--- src/rtl/starcode_pkg.sv ---
package starcode_pkg;

  typedef struct packed {
    logic       ok;
    logic [3:0] val;
  } digit_t;

  // Decimal digit (0..9) to stored code
  function automatic logic [3:0] encode_digit(input logic [3:0] v, input logic plain);
    logic [3:0] t;
    if (plain || v < 4'd2) begin
      return v;
    end
    t = v - 4'd2;
    return {1'b1, t[2:0]};
  endfunction

  // Stored code to decimal digit; ok is low for a pattern no digit uses
  function automatic digit_t decode_digit(input logic [3:0] c, input logic plain);
    digit_t r;
    r.ok  = 1'b1;
    r.val = c;
    if (plain) begin
      r.ok = (c <= 4'd9);
    end else if (c[3]) begin
      r.val = {1'b0, c[2:0]} + 4'd2;
    end else if (c[2:1] != 2'b00) begin
      r.ok = 1'b0;
    end
    if (!r.ok) r.val = '0;
    return r;
  endfunction

endpackage

--- src/rtl/starcode_decade_cell.sv ---
module starcode_decade_cell
  import starcode_pkg::*;
#(
  parameter bit PLAIN_BCD = 1'b0
) (
  input  logic [3:0] code_q,
  input  logic       inc_i,
  input  logic       dec_i,
  output logic [3:0] code_d,
  output logic       carry_o,
  output logic       borrow_o,
  output logic [3:0] val_o,
  output logic       ok_o
);

  digit_t cur;

  always_comb begin
    cur      = decode_digit(code_q, PLAIN_BCD);
    val_o    = cur.val;
    ok_o     = cur.ok;
    code_d   = code_q;
    carry_o  = 1'b0;
    borrow_o = 1'b0;
    if (!cur.ok) begin
      // a corrupted decade is cleared by any move that reaches it
      if (inc_i || dec_i) code_d = encode_digit(4'd0, PLAIN_BCD);
    end else if (inc_i) begin
      if (cur.val == 4'd9) begin
        code_d  = encode_digit(4'd0, PLAIN_BCD);
        carry_o = 1'b1;
      end else begin
        code_d = encode_digit(cur.val + 4'd1, PLAIN_BCD);
      end
    end else if (dec_i) begin
      if (cur.val == 4'd0) begin
        code_d   = encode_digit(4'd9, PLAIN_BCD);
        borrow_o = 1'b1;
      end else begin
        code_d = encode_digit(cur.val - 4'd1, PLAIN_BCD);
      end
    end
  end

endmodule

--- src/rtl/starcode_digit_index.sv ---
module starcode_digit_index (
  input  logic [3:0] val_i,
  input  logic       ok_i,
  output logic [9:0] onehot_o
);

  always_comb begin
    for (int k = 0; k < 10; k++) begin
      onehot_o[k] = ok_i && (val_i == 4'(k));
    end
  end

endmodule

--- src/rtl/starcode_updown_counter.sv ---
module starcode_updown_counter #(
  parameter int NUM_DIGITS = 5,
  parameter bit PLAIN_BCD  = 1'b0
) (
  input  logic                    clk,
  input  logic                    rst_n,
  input  logic                    ce_i,
  input  logic                    up_i,
  input  logic                    dn_i,
  output logic [4*NUM_DIGITS-1:0] code_o,
  output logic [10*NUM_DIGITS-1:0] index_o,
  output logic                    zero_o,
  output logic                    full_o,
  output logic                    ovf_o,
  output logic                    unf_o
);

  localparam int CW = 4 * NUM_DIGITS;

  logic [1:0]            rst_pipe;
  logic                  core_rst_n;
  logic [CW-1:0]         code_q, code_d;
  logic [NUM_DIGITS:0]   carry, borrow;
  logic [NUM_DIGITS-1:0] is_zero, is_nine;
  logic                  accept, go_up, go_dn, commit;
  logic                  ovf_d, unf_d, ovf_q, unf_q;

  // asynchronous assertion, synchronous release
  always_ff @(posedge clk or negedge rst_n) begin
    if (!rst_n) rst_pipe <= 2'b00;
    else        rst_pipe <= {rst_pipe[0], 1'b1};
  end
  assign core_rst_n = rst_pipe[1];

  assign accept    = ce_i & (up_i ^ dn_i);
  assign go_up     = accept & up_i;
  assign go_dn     = accept & dn_i;
  assign carry[0]  = go_up;
  assign borrow[0] = go_dn;

  for (genvar g = 0; g < NUM_DIGITS; g++) begin : g_decade
    logic [3:0] val;
    logic       ok;

    starcode_decade_cell #(.PLAIN_BCD(PLAIN_BCD)) u_cell (
      .code_q   (code_q[4*g +: 4]),
      .inc_i    (carry[g]),
      .dec_i    (borrow[g]),
      .code_d   (code_d[4*g +: 4]),
      .carry_o  (carry[g+1]),
      .borrow_o (borrow[g+1]),
      .val_o    (val),
      .ok_o     (ok)
    );

    starcode_digit_index u_idx (
      .val_i    (val),
      .ok_i     (ok),
      .onehot_o (index_o[10*g +: 10])
    );

    assign is_zero[g] = ok && (val == 4'd0);
    assign is_nine[g] = ok && (val == 4'd9);
  end

  // a carry or borrow leaving the top decade means the move is refused
  assign ovf_d  = carry[NUM_DIGITS];
  assign unf_d  = borrow[NUM_DIGITS];
  assign commit = accept & ~ovf_d & ~unf_d;

  always_ff @(posedge clk or negedge core_rst_n) begin
    if (!core_rst_n) begin
      code_q <= '0;
      ovf_q  <= 1'b0;
      unf_q  <= 1'b0;
    end else begin
      if (commit) code_q <= code_d;
      ovf_q <= ovf_d;
      unf_q <= unf_d;
    end
  end

  assign code_o = code_q;
  assign zero_o = &is_zero;
  assign full_o = &is_nine;
  assign ovf_o  = ovf_q;
  assign unf_o  = unf_q;

endmodule

--- config.mk ---
export PLATFORM = sky130hd
export DESIGN_NAME = starcode_updown_counter
export DESIGN_NICKNAME = d
export VERILOG_FILES = /design/src/rtl/starcode_pkg.sv /design/src/rtl/starcode_decade_cell.sv /design/src/rtl/starcode_digit_index.sv /design/src/rtl/starcode_updown_counter.sv
export SDC_FILE = /design/constraint.sdc
export NUM_CORES = 1
export LEC_CHECK = 0
export ABC_AREA = 1
export ABC_CLOCK_PERIOD_IN_PS = 4400
export CORE_UTILIZATION = 53
export CTS_BUF_LIST = sky130_fd_sc_hd__clkbuf_8
export CTS_CLUSTER_DIAMETER = 80
export CTS_CLUSTER_SIZE = 12
export DETAILED_ROUTE_END_ITERATION = 8
export GPL_TIMING_DRIVEN = 1
export PLACE_DENSITY = 0.89
export SLEW_MARGIN = 10
export SYNTH_ARGS = -nofsm -noshare
export SYNTH_HDL_FRONTEND = slang
export SYNTH_HIERARCHICAL = 1
export SYNTH_SLANG_ARGS = --single-unit
--- constraint.sdc ---
create_clock -name clk -period 4.4 [get_ports clk]
set_input_delay 0.44 -clock clk [delete_from_list [all_inputs] [get_ports clk]]
set_output_delay 0.44 -clock clk [all_outputs]
set_load 0.01 [all_outputs]
==> reports/metrics.yaml <==
final_layout:
  diodes: 0
  stdcell_area_um2: 4620
  finalNonFillerCells: 838
  syn_to_final_growth_pct: 25.5
  postLayoutCoreUtil_pct: 70.7
  final_nets: 792
  drive_above_1_share_pct: 8.02
sta:
  setup_violations: 0
  finalWorstSetupSlack_ns: 0.360
  slew_headroom_pct: 41.2
  hold_viol: 0
  max_freq_mhz: 248
  rsz0062_at_grt: "no"
  worstMarginPinSlew_ns: 0.882
  finalSetupTns_ns: 0
  period_needed_ns: 4.04
  whs_ns: 0.319
  drv_slew: 0
  fin_crit_sh_pct: 91.8
  fin_skew_ns: 0.00475
power_and_ir_drop:
  power_density_nw_per_um2: 786
  ir_drop_mv: 0.677
  power_leakage_nw: 2.54
  power_mw: 3.63
floorplan:
  rows: 29
  core_um2: 6530
  die_w_um: 85.3
  die_h_um: 85.3
  die-area_um2: 7280
  start_util_pct: 56.3
  io_pins: 79
critical_path:
  path_common_cell: "nor2_1"
  worst-r2r-setup-slack_ns: 0.36
  end_kind: "register"
  critPathKind: "reg -> reg"
  critical_path.max_fanout: 20
  cp.required_ns: 4.56
  critPathMaxStageDelay_ns: 0.44
  critPathLaunchType: "register"
  reg2reg_depth: 28
  slowest_stage: "dfrtp_2"
  arrival_ns: 4.20
clock_network:
  clockRootBuffer: "clkbuf_8"
  hold_buffers: 0
  clk_latency_ns: 0.27
  cts_made_buffers: 3
  clkSinkCount: 24
  cts-resized-gates: 0
  cts-htree-levels: 1
  cts_tree: "built"
  post_cts_buffers: 0
  cts_buffer_depth: 2
  clk_pin_slew_ns: 0.08
synthesis:
  async_flop_share_pct: 100
  synth_edf_count: 0
  synth_common_cells: "nand2_1, inv_1, nor2_1, nand3_1, ha_1"
  yosysMostFrequentCell: "nand2_1"
  avgSynthCellArea_um2: 5.43
  synth.distinct_cells: 20
  synth.top_cell.area_share_pct: 21.5
  syn_nets: 708
  synth_flop_cell: "dfrtp_1"
  synthCells: 678
  ys_warn_count: 6
  yosysTopAreaCell: "nand2_1"
  synth_area_leaders: "nand2_1, dfrtp_1, nand3_1"
  ys_ff_latch: 24
  ys_seq_area_share_pct: 16.3
  synth_area_um2: 3680
routing:
  wl_per_cell_um: 11.6
  drt-initial-drc-count: 205
  drt-vias-per-instance: 5.17
  drt-total-wl_um: 9680
  firstDrtPassIters: 5
  drtAntennaViolNets: 0
  route.vias.total: 4330
  drc: 0
placement:
  place_area_um2: 4550
  dp.cells: 834
  dp.final_hpwl_um: 7920
  port_buffers: 78
  gp_congestion: 0.936
  pre_cts_ws_ns: 0.165
run_status:
  status: "finished clean"
grt:
  grt_max_degree: 23
  overflow: 0
  grt_antenna_before_repair: 0
  grt_pass1_wl_um: 16400
  grt_usage_pct: 26.7
  grt_pass1_vias: 3947
min_path:
  hold_class: "in -> async"
run:
  maxCapViolCount: 0
## metal layers
metal  share of wire, %  GRT usage (%)
met3                4.5           2.72
met1                 42           30.7
met4                2.1           6.52
met5                  0              0
met2                 52           52.4
## registers in the layout (all words and copies together) (netlist names)
register  flops
code_o       20
rst_pipe      2
ovf_o         1
unf_o         1
## cell type report
type / count / area [um2]
well taps: 77 / 96.3
multi-input cells: 520 / 2550
repair buffers: 85 / 833
inverters: 128 / 480
fillers: 574 / 1920
clock buffers: 4 / 55.1
flip-flops and latches: 24 / 603
## final timing paths
path,startpoint,to
max,code_o[1],code_o[13]
min in group clk,rst_pipe[0],rst_pipe[1]
min,rst_n,rst_pipe[1]
max reg2reg,code_o[1],code_o[13]
min reg2reg,rst_pipe[1],code_o[9]
max in group asynchronous,rst_pipe[1],code_o[1]
## report_power, final
group	internal, mW	switching, mW
sequential	0.293	0.149
combinational	1.17	1.86
clock	0.0799	0.0684
total	1.55	2.08
## cell usage in the layout, fill, tap and decap left out, types with 2 or more instances in the layout
master | synthesis | layout
a21oi_1 | 15 | 15
buf_4 | 0 | 7
clkbuf_8 | 0 | 4
clkdlybuf4s50_1 | 0 | 78
dfrtp_1 | 24 | 22
dfrtp_2 | 0 | 2
ha_1 | 25 | 25
inv_1 | 123 | 123
inv_2 | 5 | 5
nand2_1 | 211 | 211
nand2_2 | 18 | 18
nand2_4 | 11 | 11
nand3_1 | 97 | 97
nand3_2 | 5 | 5
nand4_1 | 5 | 5
nor2_1 | 105 | 103
nor2_2 | 6 | 8
o211ai_1 | 5 | 5
o21ai_0 | 10 | 10
o21ai_1 | 5 | 5
## critical path, delay by kind of cell (launching register included)
| kind | cells | cell delay, ns |
|---|---|---|
| buf+inv | 7 | 0.64 |
| simple gates | 19 | 2.42 |
| flops | 1 | 0.44 |
| fa+ha+maj | 2 | 0.43 |
## kinds of logic after synthesis
kind of cell / share of synthesized area (%)
buf+inv: 14.6
fa+ha+maj: 8.50
simple gates: 55.4
other cells: 0.102
compound gates: 5.10
flops: 16.3
(Power assumes the default switching activity.)
